<file path="config.mk">
export PLATFORM = sky130hd
export DESIGN_NAME = tvctl_i2c_slave
export DESIGN_NICKNAME = d
export VERILOG_FILES = /design/src/rtl/tvctl_i2c_pkg.sv /design/src/rtl/i2c_line_sync.sv /design/src/rtl/i2c_bus_fsm.sv /design/src/rtl/ctl_regfile.sv /design/src/rtl/tvctl_i2c_slave.sv
export SDC_FILE = /design/constraint.sdc
export NUM_CORES = 1
export LEC_CHECK = 0
export BUFFER_PORTS_ARGS = -buffer_cell sky130_fd_sc_hd__buf_2
export CORE_MARGIN = 4
export CORE_UTILIZATION = 55
export CTS_BUF_LIST = sky130_fd_sc_hd__clkbuf_8
export DETAILED_ROUTE_END_ITERATION = 16
export GPL_TIMING_DRIVEN = 0
export PLACE_DENSITY_LB_ADDON = 0.3
export REMOVE_ABC_BUFFERS = 1
export SETUP_SLACK_MARGIN = 0.1
export SLEW_MARGIN = 10
export SYNTH_ARGS = -nofsm -noshare
export SYNTH_HDL_FRONTEND = slang
export SYNTH_HIERARCHICAL = 1
export SYNTH_SLANG_ARGS = --single-unit
</file>
<file path="constraint.sdc">
create_clock -name clk -period 3 [get_ports clk]
set_input_delay 0.15 -clock clk [delete_from_list [all_inputs] [get_ports clk]]
set_output_delay 0.15 -clock clk [all_outputs]
set_load 0.1 [all_outputs]
</file>
<file path="src/rtl/tvctl_i2c_pkg.sv">
package tvctl_i2c_pkg;
  localparam int BYTE_W = 8;

  typedef enum logic [3:0] {
    ST_IDLE,
    ST_ADDR,
    ST_ADDR_ACK,
    ST_SUB,
    ST_SUB_ACK,
    ST_DATA,
    ST_DATA_ACK,
    ST_RD_BYTE,
    ST_RD_ACK,
    ST_IGNORE
  } bus_state_e;
endpackage

</file>
<file path="src/rtl/i2c_line_sync.sv">
module i2c_line_sync #(
  parameter int STAGES = 2
) (
  input  logic clk,
  input  logic rst_n,
  input  logic scl_i,
  input  logic sda_i,
  output logic scl_now,
  output logic sda_now,
  output logic scl_rise,
  output logic scl_fall,
  output logic start_det,
  output logic stop_det
);
  // STAGES synchroniser flops plus one history flop per line
  logic [STAGES:0] scl_c;
  logic [STAGES:0] sda_c;
  logic            scl_old;
  logic            sda_old;

  always_ff @(posedge clk or negedge rst_n) begin
    if (!rst_n) begin
      scl_c <= '1;
      sda_c <= '1;
    end else begin
      scl_c <= {scl_c[STAGES-1:0], scl_i};
      sda_c <= {sda_c[STAGES-1:0], sda_i};
    end
  end

  assign scl_now   = scl_c[STAGES-1];
  assign sda_now   = sda_c[STAGES-1];
  assign scl_old   = scl_c[STAGES];
  assign sda_old   = sda_c[STAGES];
  assign scl_rise  = scl_now & ~scl_old;
  assign scl_fall  = ~scl_now & scl_old;
  assign start_det = scl_now & scl_old & sda_old & ~sda_now;
  assign stop_det  = scl_now & scl_old & ~sda_old & sda_now;
endmodule

</file>
<file path="src/rtl/i2c_bus_fsm.sv">
module i2c_bus_fsm
  import tvctl_i2c_pkg::*;
#(
  parameter int          AW       = 3,
  parameter logic [6:0]  DEV_ADDR = 7'h5B
) (
  input  logic              clk,
  input  logic              rst_n,
  input  logic              scl_now,
  input  logic              sda_now,
  input  logic              scl_rise,
  input  logic              scl_fall,
  input  logic              start_det,
  input  logic              stop_det,
  input  logic              pilot_det,
  input  logic              sap_det,
  output logic              sda_pull,
  output logic              wr_en,
  output logic [AW-1:0]     wr_addr,
  output logic [BYTE_W-1:0] wr_data
);
  bus_state_e        state, state_n;
  logic [2:0]        bitcnt, bitcnt_n;
  logic [BYTE_W-1:0] shreg, shreg_n;
  logic              byte_done, byte_done_n;
  logic [AW-1:0]     ptr, ptr_n;
  logic              renew, renew_n;
  logic              sub_bad, sub_bad_n;
  logic [BYTE_W-1:0] rd_sh, rd_sh_n;
  logic              pull_q, pull_n;

  always_comb begin
    state_n     = state;
    bitcnt_n    = bitcnt;
    shreg_n     = shreg;
    byte_done_n = byte_done;
    ptr_n       = ptr;
    renew_n     = renew;
    sub_bad_n   = sub_bad;
    rd_sh_n     = rd_sh;
    wr_en       = 1'b0;
    if (start_det) begin
      state_n     = ST_ADDR;
      bitcnt_n    = '0;
      byte_done_n = 1'b0;
    end else if (stop_det) begin
      state_n     = ST_IDLE;
      byte_done_n = 1'b0;
    end else begin
      case (state)
        ST_ADDR, ST_SUB, ST_DATA: begin
          if (scl_rise && !byte_done) begin
            shreg_n  = {shreg[BYTE_W-2:0], sda_now};
            bitcnt_n = bitcnt + 3'd1;
            if (bitcnt == 3'd7) byte_done_n = 1'b1;
          end else if (scl_fall && byte_done) begin
            byte_done_n = 1'b0;
            bitcnt_n    = '0;
            if (state == ST_ADDR) begin
              if (shreg[7:1] == DEV_ADDR) begin
                state_n = ST_ADDR_ACK;
                if (shreg[0]) rd_sh_n = {{(BYTE_W-2){1'b0}}, pilot_det, sap_det};
              end else begin
                state_n = ST_IGNORE;
              end
            end else if (state == ST_SUB) begin
              state_n   = ST_SUB_ACK;
              ptr_n     = shreg[AW-1:0];
              renew_n   = shreg[7];
              sub_bad_n = |shreg[6:AW];
            end else begin
              state_n = ST_DATA_ACK;
              wr_en   = !sub_bad;
            end
          end
        end
        ST_ADDR_ACK: if (scl_fall) state_n = shreg[0] ? ST_RD_BYTE : ST_SUB;
        ST_SUB_ACK:  if (scl_fall) state_n = ST_DATA;
        ST_DATA_ACK: begin
          if (scl_fall) begin
            state_n = ST_DATA;
            if (!renew) ptr_n = ptr + AW'(1);
          end
        end
        ST_RD_BYTE: begin
          if (scl_fall) begin
            if (bitcnt == 3'd7) begin
              state_n = ST_RD_ACK;
            end else begin
              bitcnt_n = bitcnt + 3'd1;
              rd_sh_n  = {rd_sh[BYTE_W-2:0], 1'b0};
            end
          end
        end
        ST_RD_ACK:  if (scl_fall) state_n = ST_IGNORE;
        default: ;
      endcase
    end
    pull_n = (state_n == ST_ADDR_ACK) || (state_n == ST_SUB_ACK) ||
             (state_n == ST_DATA_ACK) || ((state_n == ST_RD_BYTE) && !rd_sh_n[7]);
  end

  always_ff @(posedge clk or negedge rst_n) begin
    if (!rst_n) begin
      state     <= ST_IDLE;
      bitcnt    <= '0;
      shreg     <= '0;
      byte_done <= 1'b0;
      ptr       <= '0;
      renew     <= 1'b0;
      sub_bad   <= 1'b0;
      rd_sh     <= '0;
      pull_q    <= 1'b0;
    end else begin
      state     <= state_n;
      bitcnt    <= bitcnt_n;
      shreg     <= shreg_n;
      byte_done <= byte_done_n;
      ptr       <= ptr_n;
      renew     <= renew_n;
      sub_bad   <= sub_bad_n;
      rd_sh     <= rd_sh_n;
      pull_q    <= pull_n;
    end
  end

  assign sda_pull = pull_q;
  assign wr_addr  = ptr;
  assign wr_data  = shreg;

  AST_PULL_CHANGES_SCL_LOW: assert property (@(posedge clk) disable iff (!rst_n)
    (pull_q != $past(pull_q)) |-> !scl_now);
  AST_IGNORE_UNTIL_START: assert property (@(posedge clk) disable iff (!rst_n)
    (state == ST_IGNORE && !start_det && !stop_det) |=> (state == ST_IGNORE));
  AST_ACK_ONLY_ON_MATCH: assert property (@(posedge clk) disable iff (!rst_n)
    (state == ST_ADDR_ACK && $past(state) != ST_ADDR_ACK) |-> (shreg[7:1] == DEV_ADDR));
  AST_AUTOINC_STEP: assert property (@(posedge clk) disable iff (!rst_n)
    (state == ST_DATA && $past(state) == ST_DATA_ACK && !renew) |-> (ptr == $past(ptr) + AW'(1)));
  AST_RENEW_HOLD: assert property (@(posedge clk) disable iff (!rst_n)
    (state == ST_DATA && $past(state) == ST_DATA_ACK && renew) |-> (ptr == $past(ptr)));
endmodule

</file>
<file path="src/rtl/ctl_regfile.sv">
module ctl_regfile
  import tvctl_i2c_pkg::*;
#(
  parameter int                AW        = 3,
  parameter logic [(1<<AW)-1:0] IMPL_MASK = 8'h67
) (
  input  logic                        clk,
  input  logic                        rst_n,
  input  logic                        wr_en,
  input  logic [AW-1:0]               wr_addr,
  input  logic [BYTE_W-1:0]           wr_data,
  output logic [(1<<AW)*BYTE_W-1:0]   regs_flat
);
  localparam int NSLOT = 1 << AW;

  for (genvar i = 0; i < NSLOT; i++) begin : g_slot
    if (IMPL_MASK[i]) begin : g_impl
      logic [BYTE_W-1:0] q;
      logic              en;
      assign en = wr_en && (wr_addr == AW'(i));
      always_ff @(posedge clk or negedge rst_n) begin
        if (!rst_n)  q <= '0;
        else if (en) q <= wr_data;
      end
      assign regs_flat[i*BYTE_W +: BYTE_W] = q;
    end else begin : g_empty
      assign regs_flat[i*BYTE_W +: BYTE_W] = '0;
    end
  end

  AST_HOLD_WITHOUT_WRITE: assert property (@(posedge clk) disable iff (!rst_n)
    !wr_en |=> $stable(regs_flat));
endmodule

</file>
<file path="src/rtl/tvctl_i2c_slave.sv">
module tvctl_i2c_slave
  import tvctl_i2c_pkg::*;
#(
  parameter int          SYNC_STAGES = 2,
  parameter int          AW          = 3,
  parameter logic [6:0]  DEV_ADDR    = 7'h5B,
  parameter logic [7:0]  IMPL_MASK   = 8'h67
) (
  input  logic        clk,
  input  logic        rst_n,
  input  logic        scl_i,
  input  logic        sda_i,
  input  logic        pilot_det_i,
  input  logic        sap_det_i,
  output logic        sda_pull_o,
  output logic [1:0]  agc_mode_o,
  output logic [63:0] ctl_regs_o
);
  logic scl_now, sda_now, scl_rise, scl_fall, start_det, stop_det;
  logic              wr_en;
  logic [AW-1:0]     wr_addr;
  logic [BYTE_W-1:0] wr_data;
  logic [(1<<AW)*BYTE_W-1:0] regs_flat;

  i2c_line_sync #(.STAGES(SYNC_STAGES)) u_sync (
    .clk(clk), .rst_n(rst_n), .scl_i(scl_i), .sda_i(sda_i),
    .scl_now(scl_now), .sda_now(sda_now), .scl_rise(scl_rise),
    .scl_fall(scl_fall), .start_det(start_det), .stop_det(stop_det)
  );

  i2c_bus_fsm #(.AW(AW), .DEV_ADDR(DEV_ADDR)) u_fsm (
    .clk(clk), .rst_n(rst_n), .scl_now(scl_now), .sda_now(sda_now),
    .scl_rise(scl_rise), .scl_fall(scl_fall), .start_det(start_det),
    .stop_det(stop_det), .pilot_det(pilot_det_i), .sap_det(sap_det_i),
    .sda_pull(sda_pull_o), .wr_en(wr_en), .wr_addr(wr_addr), .wr_data(wr_data)
  );

  ctl_regfile #(.AW(AW), .IMPL_MASK(IMPL_MASK)) u_regs (
    .clk(clk), .rst_n(rst_n), .wr_en(wr_en), .wr_addr(wr_addr),
    .wr_data(wr_data), .regs_flat(regs_flat)
  );

  assign ctl_regs_o = 64'(regs_flat);
  assign agc_mode_o = regs_flat[7:6];

  AST_AGC_FOLLOWS_SLOT0: assert property (@(posedge clk) disable iff (!rst_n)
    (agc_mode_o == ctl_regs_o[7:6]));
endmodule

</file>
# --- Yosys cells after proc, flatten, opt, wreduce, memory -nomap -nowiden ---
# Index checks and enable logic that the tools add are counted.
# Widths: inputs -> output; s select.
word_totals:
  register_bits: 76
  input_bits: 6
  output_inout_bits: 67
classes:
  bitwise_logic: 15
  addsub: 2
  n_eq_ne: 34
  reduce_logical: 29
  mux: 51
op_table:
  columns: ["operator", "count"]
  rows:
  - ["$mux 8", 9]
  - ["$mux 4", 11]
  - ["$mux 3", 13]
  - ["$eq 4x3->1 const B", 7]
  - ["$pmux 4 s5", 1]
  - ["$pmux 8 s2", 1]
  - ["$ne 2x1->1 const B", 7]
  - ["$mux 1", 13]
  - ["$eq 4x2->1 const B", 3]
  - ["$pmux 3 s2", 2]
  - ["$ne 2x2->1 const B", 5]
  - ["$reduce_and 10->1", 1]
  - ["$eq 3x3->1 const B", 3]
  - ["$reduce_and 9->1", 1]
  - ["$logic_and 1x1->1", 8]
  - ["$not 1->1", 8]
  - ["$and 1x1->1", 7]
  - ["$eq 7x7->1 const B", 1]
  - ["$reduce_and 7->1", 1]
  - ["$add 3x1->3 const B", 2]
  - ["$reduce_bool 3->1", 2]
  - ["$reduce_and 5->1", 1]
  - ["$eq 4x1->1 const B", 1]
  - ["$eq 4x4->1 const B", 1]
  - ["other kinds (17)", 22]

# --- Depth between registers and ports, before layout ---
# Gate-level depths: netlist of run 1.
logic_depth:
  depth_word: 12
  mapped_depth: 8

# --- By module ---
# The synthesis of run 1 kept the hierarchy.
modules_own_cells:
  columns: ["module", "seq_area_each_um2", "n_inst", "cells_each", "area_each_um2"]
  rows:
  - ["ctl_regfile", 1001.0, 1, 112, 1736.7]
  - ["i2c_bus_fsm", 750.7, 1, 169, 1705.4]
  - ["i2c_line_sync", 157.7, 1, 10, 190.2]
  - ["tvctl_i2c_slave", 0.0, 1, 2, 15.0]

# --- Worst setup path after synthesis of run 1 ---
# OpenSTA, ideal clock, no wires.
synth_path:
  path_type: "reg2reg"
  start: "reg u_sync.sda_c[1]"
  end: "reg u_regs.g_slot[0].g_impl.q[6]"
  path_stages_with_launch: 7
  t_required_ps: 2874
  arrival_ps: 2580
  synth_period_minus_slack_ps: 2705
  n_path_buf: 1
  setup_ps: 126
  setup_slack_ps: 295
  path_cell_list: "dfstp_2 -> and4b_1 -> or2_1 -> buf_6 -> nor4_1 -> nor4b_4 -> mux2_2"
synth_between:
  elab_chain_len: 4
  word_cells_on_any_way: 6
synth_rtl:
  columns: ["item", "line", "text"]
  rows:
  - ["from (decl)", "i2c_line_sync.sv:17", "logic [STAGES:0] sda_c;"]
  - ["from (signal assigned)", "i2c_line_sync.sv:27", "sda_c <= {sda_c[STAGES-1:0], sda_i};"]
  - ["$not 1->1", "i2c_line_sync.sv:37", "assign start_det = scl_now & scl_old & sda_old & ~sda_now;"]
  - ["$and 1x1->1", "i2c_line_sync.sv:37", null]
  - ["named net start_det", "tvctl_i2c_slave.sv:19", "logic scl_now, sda_now, scl_rise, scl_fall, start_det, stop_det;"]
  - ["$mux 1", "i2c_bus_fsm.sv:42", "if (start_det) begin"]
  - ["named net wr_en", "tvctl_i2c_slave.sv:20", "logic wr_en;"]
  - ["$logic_and 1x1->1", "ctl_regfile.sv:20", "assign en = wr_en && (wr_addr == AW'(i));"]
  - ["to (signal assigned)", "ctl_regfile.sv:23", "else if (en) q <= wr_data;"]
  - ["to (decl)", "ctl_regfile.sv:18", "logic [BYTE_W-1:0] q;"]
# The timed path passes the listed nets, and every way through them passes these cells.
# A chain may end at the register's enable or synchronous reset.

# --- Worst setup path in the final report of run 1 ---
layout_path:
  start: "reg u_sync.scl_c[2]"
  end: "reg u_fsm.rd_sh[5]"
layout_between:
  word_cells_on_any_way: 16
layout_lines:
  columns: ["item", "line", "text"]
  rows:
  - ["from (decl)", "i2c_line_sync.sv:16", "logic [STAGES:0] scl_c;"]
  - ["from (signal assigned)", "i2c_line_sync.sv:26", "scl_c <= {scl_c[STAGES-1:0], scl_i};"]
  - ["$and 1x1->1 (*)", "i2c_line_sync.sv:36", "assign scl_fall = ~scl_now & scl_old;"]
  - ["named net scl_fall", "tvctl_i2c_slave.sv:19", null]
  - ["$logic_and 1x1->1", "i2c_bus_fsm.sv:56", "end else if (scl_fall && byte_done) begin"]
  - ["$ne 2x1->1 (no source line)", null, null]
  - ["$reduce_and 10->1 (no source line) (*)", null, null]
  - ["to (signal assigned)", "i2c_bus_fsm.sv:122", "rd_sh <= rd_sh_n;"]
  - ["to (decl)", "i2c_bus_fsm.sv:29", "logic [BYTE_W-1:0] rd_sh, rd_sh_n;"]
# Mark *: on every way through the listed nets, which the timed path passes. The rest lies on a longest branch.

==> impl_metrics.toml, run 1 <==
[global_route]
grt_antenna_before_repair = 0
grt_start_max_net_pins = 47
overflow = 0
grt_use_total_pct = 20.0
number_of_global_route_vias_before_repair = 2337
wire_length_of_the_first_global_routing_pass_um = 11900

[power]
post-layout-total-power_uw = 2350
p_per_area_nw_per_um2 = 577
power_leakage_uw = 0.00211
max-vdd-ir-drop_mv = 0.401

[synth]
synth_register_bits = 76
syn_area_per_cell_um2 = 12.4
cell_type_with_the_largest_total_area_after_synthesis = "sky130_fd_sc_hd__dfrtp_1"
number_of_enable_flip_flop_cells_after_synthesis = 0
synth_largest_type_area_fraction_pct = 48.0
post-synth-top-count-cell = "sky130_fd_sc_hd__dfrtp_1"
synth-warning-count = 6
netlist-cell-type-count = 57
netlist_top_cells_area = "sky130_fd_sc_hd__dfrtp_1, sky130_fd_sc_hd__mux2_2, sky130_fd_sc_hd__buf_4"
ys.flop_type = "sky130_fd_sc_hd__dfrtp_1"
synth.cell_area_um2 = 3650
post_synth_inst_count = 293
post_synth_most_frequent_cells = "sky130_fd_sc_hd__dfrtp_1, sky130_fd_sc_hd__mux2_2, sky130_fd_sc_hd__buf_4"
asyncSetResetFlopFracSynth_pct = 100
synth_sequential_area_ratio_pct = 52.3

[layout]
n_fill_cell = 499
layout.core_utilization_pct = 63.8
drive_gt1_share_pct = 37.9
total_area_of_multi_input_combinational_cells_um2 = 1540
finalNetCount = 352
area.sequential_um2 = 1910
layout_stage_area_growth_over_the_synthesis_result_pct = 11.7
antennaDiodeCount = 0

[sta]
timing.final.setup_violations = 0
layout_min_cycle_time_ns = 2.75
max_slew_margin_pct = 61.1
maxSlewViolCount = 0
fmax_mhz = 364
final-hold-violation-count = 0
grt_setup_unrepaired = "false"
totalNegativeSetupSlack_ns = 0
worst_clock_skew_ns = 0.00695
fin_crit_sh_pct = 91.5
max_slew.worst_pin.slew_ns = 0.578

[floorplan]
floorplan.die.width_um = 89.4
die_area_um2 = 8000
initial_core_util_pct = 57.1
design.portCount = 73
die_height_um = 89.4
placementRows = 29
core_um2 = 6390

[drt]
drt_drc_violations_left = 0
drt_iter0_markers = 146
vias_per_cell = 5.58
wirelength_um = 7370
route.antenna.remaining_nets = 0
detail_route.first_pass.iterations = 4
vias = 2372
routed_wire_length_per_instance_um = 17.3

[worst_setup_path]
worst_path_max_delay_cell = "sky130_fd_sc_hd__dfstp_2"
worst_setup_path_end_kind = "flop"
critical_register_to_register_path_endpoint = "u_fsm/rd_sh[5]"
end_point_of_the_critical_path = "u_fsm/rd_sh[5]"
ff2ff_setup_slack_ns = 0.25
rr_startpoint = "u_sync/scl_c[2]"
reg2reg_depth = 6
crit_path_start = "u_sync/scl_c[2]"
critical-path-max-stage-delay_ns = 0.55
worstPathMaxFanout = 13
cp_data_arrival_time_ns = 2.98
critical_path_required_ns = 3.23
crit_chain = "nor2b_2 -> nor4bb_1 -> and3b_1 -> and3_1 -> o21a_1 -> mux2_1"
worst-setup-path-type = "flop to flop"
cp-start-kind = "flop"

[clock_network]
cts_tree = "built"
cts.path.max_buffers = 2
worst_skew_pair.late_latency_ns = 0.35
clock_sink_count = 76
cts_inserted_buffers = 9
cts.htree.levels = 3
clkTransAtPathRegs_ns = 0.08
root_buffer_master = "sky130_fd_sc_hd__clkbuf_8"

[placement]
dp.final_hpwl_um = 4930
port_buffers = 48
gp_congestion = 0.877

[job]
max_cap_violations = 0

[status]
run_status = "finished, final reports clean"

[hold_path]
class_of_the_most_critical_hold_timing_path = "primary input to flop"
cell_depth_of_the_worst_min_delay_path = 3
==> cells in the final DEF (no fill, tap or decap), types with 2 or more instances in the layout <==
cell type                       count
sky130_fd_sc_hd__dfrtp_1           70
sky130_fd_sc_hd__mux2_2            49
sky130_fd_sc_hd__buf_2             47
sky130_fd_sc_hd__conb_1            24
sky130_fd_sc_hd__nand2_1           16
sky130_fd_sc_hd__a21oi_1           12
sky130_fd_sc_hd__clkbuf_8          11
sky130_fd_sc_hd__nor2_1             8
sky130_fd_sc_hd__nand2b_1           8
sky130_fd_sc_hd__inv_1              6
sky130_fd_sc_hd__o21ai_0            6
sky130_fd_sc_hd__dfstp_2            6
sky130_fd_sc_hd__nor2b_1            5
sky130_fd_sc_hd__nand3_1            4
sky130_fd_sc_hd__mux2i_1            4
sky130_fd_sc_hd__dlygate4sd3_1      3
sky130_fd_sc_hd__and3_1             3
sky130_fd_sc_hd__a31oi_1            3
sky130_fd_sc_hd__or2_1              3
sky130_fd_sc_hd__nor3_1             3
sky130_fd_sc_hd__nand4b_2           3
sky130_fd_sc_hd__mux2_1             3
sky130_fd_sc_hd__ha_1               3
sky130_fd_sc_hd__buf_4              2
sky130_fd_sc_hd__o21bai_1           2
sky130_fd_sc_hd__nand4b_1           2
sky130_fd_sc_hd__or3_1              2
sky130_fd_sc_hd__a21o_1             2
sky130_fd_sc_hd__o211ai_1           2
sky130_fd_sc_hd__and4bb_2           2
sky130_fd_sc_hd__and4b_1            2
==> metal layers <==
metal  global-route usage [%]  part of all wire [%]  routed length (um)  up-vias
li1                         -                     -                   -     1098
met1                     26.8                    44                3210     1197
met2                     30.4                    49                3600       69
met3                     6.54                   6.4                 468        8
met4                     7.71                   1.2                  87        0
met5                        0                     0                   0        -
==> worst max-delay path: cells and delay by family, from the launching register on <==
| kind | cells | cell delay (ns) |
|---|---|---|
| AO/OA/AOI/OAI | 1 | 0.36 |
| flip-flops | 1 | 0.55 |
| multiplexers | 1 | 0.36 |
| AND/OR/NAND/NOR | 4 | 1.36 |
==> worst min-delay path by stage <==
stage,from,end,slack [ns]
after floorplan,rst_n,u_fsm/bitcnt[0],-0.15
after global placement,scl_i,u_sync/scl_c[0],0.26
after detailed placement,rst_n,u_fsm/state[3],0.11
after CTS,sap_det_i,u_fsm/rd_sh[0],0.03
after global routing,sap_det_i,u_fsm/rd_sh[0],0.03
final,sap_det_i,u_fsm/rd_sh[0],0.04
==> flip-flops by register name (all words and copies together), names as in the netlist <==
| register | flops |
|---|---|
| u_fsm/wr_data | 8 |
| u_fsm/wr_addr | 3 |
| u_fsm/byte_done | 1 |
| u_sync/sda_c | 3 |
| u_fsm/state | 4 |
| u_regs/g_slot.g_impl.q | 40 |
| u_sync/scl_c | 3 |
| u_fsm/rd_sh | 8 |
| u_fsm/renew | 1 |
| u_fsm/sda_pull | 1 |
| u_fsm/bitcnt | 3 |
| u_fsm/sub_bad | 1 |
==> metrics by stage <==
step / setup WS, ns / hold WS, ns / cell area, um^2 / std cells
floorplan: 0.300 / -0.146 / 3450 / 279
global placement: -0.214 / 0.255 / 3790 / 404
detailed placement: -0.289 / 0.115 / 3820 / 405
CTS: 0.173 / 0.0250 / 4070 / 424
global route: 0.131 / 0.0346 / 4070 / 425
finish: 0.254 / 0.0356 / 4070 / 425
==> cell families (layout without fill, tap and decap cells) <==
logic type / after synthesis / after routing / share of synthesized area, %
and+or+nand+nor: 76 / 76 / 13.8
other: 1 / 24 / 0.103
AOI/OAI and AO/OA: 40 / 40 / 7.48
adders and majority gates: 3 / 3 / 1.03
buffers and inverters: 41 / 73 / 8.06
muxes: 56 / 56 / 17.2
DFF: 76 / 76 / 52.3
==> cell type report <==
cell class	instances	share of cell area (%)
clock buffers	11	3.72
clock inverters	5	1.32
inverters	4	0.369
multi-input cells	199	37.8
flip-flops and latches	76	46.9
well taps	77	2.37
repair buffers	53	7.56
==> timing repair <==
item / CTS / global route
endpoints found under the setup margin: 43 / 8
hold buffers: 3 / 0
buffers inserted: 0 / 1
gates resized for setup: 2 / 0
endpoints found under the hold margin: 26 / 0
==> where the power goes <==
group	leakage [uW]	internal [uW]	total (uW)	switching, uW
sequential	0.00102	1080	1250	167
combinational	0.000985	87.0	301	214
clock	0.000108	425	797	372
No activity file was read; power rests on OpenSTA's default activity.
==> inputs of run 2 (changes only) <==
==> constraint.sdc (replaced) <==
create_clock -name clk -period 2.6 [get_ports clk]
set_input_delay 0.13 -clock clk [delete_from_list [all_inputs] [get_ports clk]]
set_output_delay 0.13 -clock clk [all_outputs]
set_load 0.1 [all_outputs]
==> run 2 against run 1 <==
Effect of this change:
- wire length is 1.4% higher
- total power grew 16%
- die area is the same
- largest power group unchanged
==> impl_metrics.toml, run 2 (synthesized netlist as in run 1, its figures left out) <==
[status]
run_status = "finished, final reports clean"

[layout]
finalNetCount = 359
antennaDiodeCount = 0
drive_gt1_share_pct = 40.3
n_fill_cell = 488
max_flop_register = "u_regs/g_slot.g_impl.q"
layout_stage_area_growth_over_the_synthesis_result_pct = 14.1
most-common-layout-cells = "sky130_fd_sc_hd__dfrtp_1, sky130_fd_sc_hd__mux2_2, sky130_fd_sc_hd__buf_2, sky130_fd_sc_hd__conb_1, sky130_fd_sc_hd__nand2_1"
largest_register_ffs = 40
layout_commonest_cell = "sky130_fd_sc_hd__dfrtp_1"

[sta]
timing.final.setup_violations = 0
final-hold-violation-count = 0
maxSlewViolCount = 0
totalNegativeSetupSlack_ns = 0
fin_crit_sh_pct = 92.7
worst_clock_skew_ns = 0.00602
grt_setup_unrepaired = "false"
layout_min_cycle_time_ns = 2.41
fmax_mhz = 415

[placement]
gp_congestion = 0.877
port_buffers = 48
dp.final_hpwl_um = 4930

[worst_setup_path]
cp_data_arrival_time_ns = 2.64
worstPathMaxFanout = 8
worst_setup_path_end_kind = "flop"
ff2ff_setup_slack_ns = 0.19
rr_startpoint = "u_sync/sda_c[1]"
cp-start-kind = "flop"
critical_path_required_ns = 2.83
reg2reg_depth = 7
worst-setup-path-type = "flop to flop"
critical_register_to_register_path_endpoint = "u_regs/g_slot[0].g_impl.q[6]"

[global_route]
number_of_global_route_vias_before_repair = 2351
wire_length_of_the_first_global_routing_pass_um = 12000
overflow = 0
grt_start_max_net_pins = 47
grt_antenna_before_repair = 0
grt_use_total_pct = 20.2

[floorplan]
die_height_um = 89.4
placementRows = 29
initial_core_util_pct = 57.1
core_um2 = 6390
floorplan.die.width_um = 89.4
die_area_um2 = 8000
design.portCount = 73

[clock_network]
clkTransAtPathRegs_ns = 0.07
worst_skew_pair.late_latency_ns = 0.35
cts_tree = "built"
clock_sink_count = 76
cts.path.max_buffers = 2
cts.htree.levels = 3
root_buffer_master = "sky130_fd_sc_hd__clkbuf_8"
cts_inserted_buffers = 9

[power]
power_leakage_uw = 0.00216
post-layout-total-power_uw = 2720
max-vdd-ir-drop_mv = 0.464
p_per_area_nw_per_um2 = 653

[job]
max_cap_violations = 0

[drt]
routed_wire_length_per_instance_um = 17.3
detail_route.first_pass.iterations = 4
vias_per_cell = 5.57
wirelength_um = 7470
route.antenna.remaining_nets = 0
drt_iter0_markers = 86
drt_drc_violations_left = 0
vias = 2407

[hold_path]
class_of_the_most_critical_hold_timing_path = "primary input to flop"
hold_path.startpoint = "sap_det_i"
min_to = "u_fsm/rd_sh[0]"
cell_depth_of_the_worst_min_delay_path = 3
[run 2: critical path, cell delays in order (launching register included)]
cell and delay, ns:
sky130_fd_sc_hd__dfstp_2 0.54, sky130_fd_sc_hd__and4b_2 0.25, sky130_fd_sc_hd__or2_4 0.30, sky130_fd_sc_hd__nor4_4 0.28, sky130_fd_sc_hd__buf_4 0.19, sky130_fd_sc_hd__nor4b_4 0.21, sky130_fd_sc_hd__buf_6 0.17, sky130_fd_sc_hd__mux2_2 0.34
[run 2: worst max path at each step]
stage          depth (start not counted)                            to  slack, ns       startpoint
4_1_cts                                7  u_regs/g_slot[0].g_impl.q[6]       0.10  u_sync/sda_c[1]
2_1_floorplan                          5  u_regs/g_slot[0].g_impl.q[6]      -0.10  u_sync/scl_c[2]
3_3_place_gp                           5  u_regs/g_slot[0].g_impl.q[6]      -0.61  u_sync/scl_c[2]
5_1_grt                                7  u_regs/g_slot[0].g_impl.q[6]       0.10  u_sync/sda_c[1]
6_report                               7  u_regs/g_slot[0].g_impl.q[6]       0.19  u_sync/sda_c[1]
3_5_place_dp                           5  u_regs/g_slot[0].g_impl.q[1]      -0.69  u_sync/scl_c[2]
[run 2: what timing repair did]
item / 4_1_cts / 5_1_grt
endpoints found under the hold margin: 26 / 0
pin swaps: 1 / 0
gates resized for setup: 7 / 4
setup endpoints to repair: 49 / 44
hold buffers: 3 / 0
buffers inserted: 2 / 6
cloned: 0 / 0
[run 2: layout make-up]
| class | instances | area (um^2) | share of cell area, % |
|---|---|---|---|
| clock buffers | 11 | 151 | 3.64 |
| clock inverters | 5 | 53.8 | 1.29 |
| inverters | 4 | 15.0 | 0.361 |
| multi-input cells | 199 | 1570 | 37.8 |
| flip-flops and latches | 76 | 1910 | 45.9 |
| well taps | 77 | 96.3 | 2.32 |
| repair buffers | 60 | 364 | 8.75 |
[run 2: routing by layer]
metal  track usage [%]  share of wire [%]  vias up
met4              7.98                1.5        0
met3              6.73                5.9       11
met5                 0                  0        -
li1                  -                  -     1114
met2              30.7                 49       62
met1              26.7                 43     1220
[run 2: power by group]
group | internal [uW] | switching (uW) | leakage, uW
combinational | 107 | 251 | 0.00103
sequential | 1250 | 193 | 0.00102
clock | 491 | 425 | 0.000108
total | 1850 | 869 | 0.00216
[run 2: through the flow]
step	std cells	hold WS [ns]	cell area [um^2]	setup WS, ns	util [%]
after floorplan	279	-0.166	3450	-0.100	-
after global placement	404	0.235	3790	-0.614	59.4
after detailed placement	405	0.0949	3820	-0.689	59.8
after CTS	426	0.00503	4100	0.105	64.2
after global routing	432	0.0146	4160	0.104	65.2
final	432	0.0201	4160	0.189	65.2
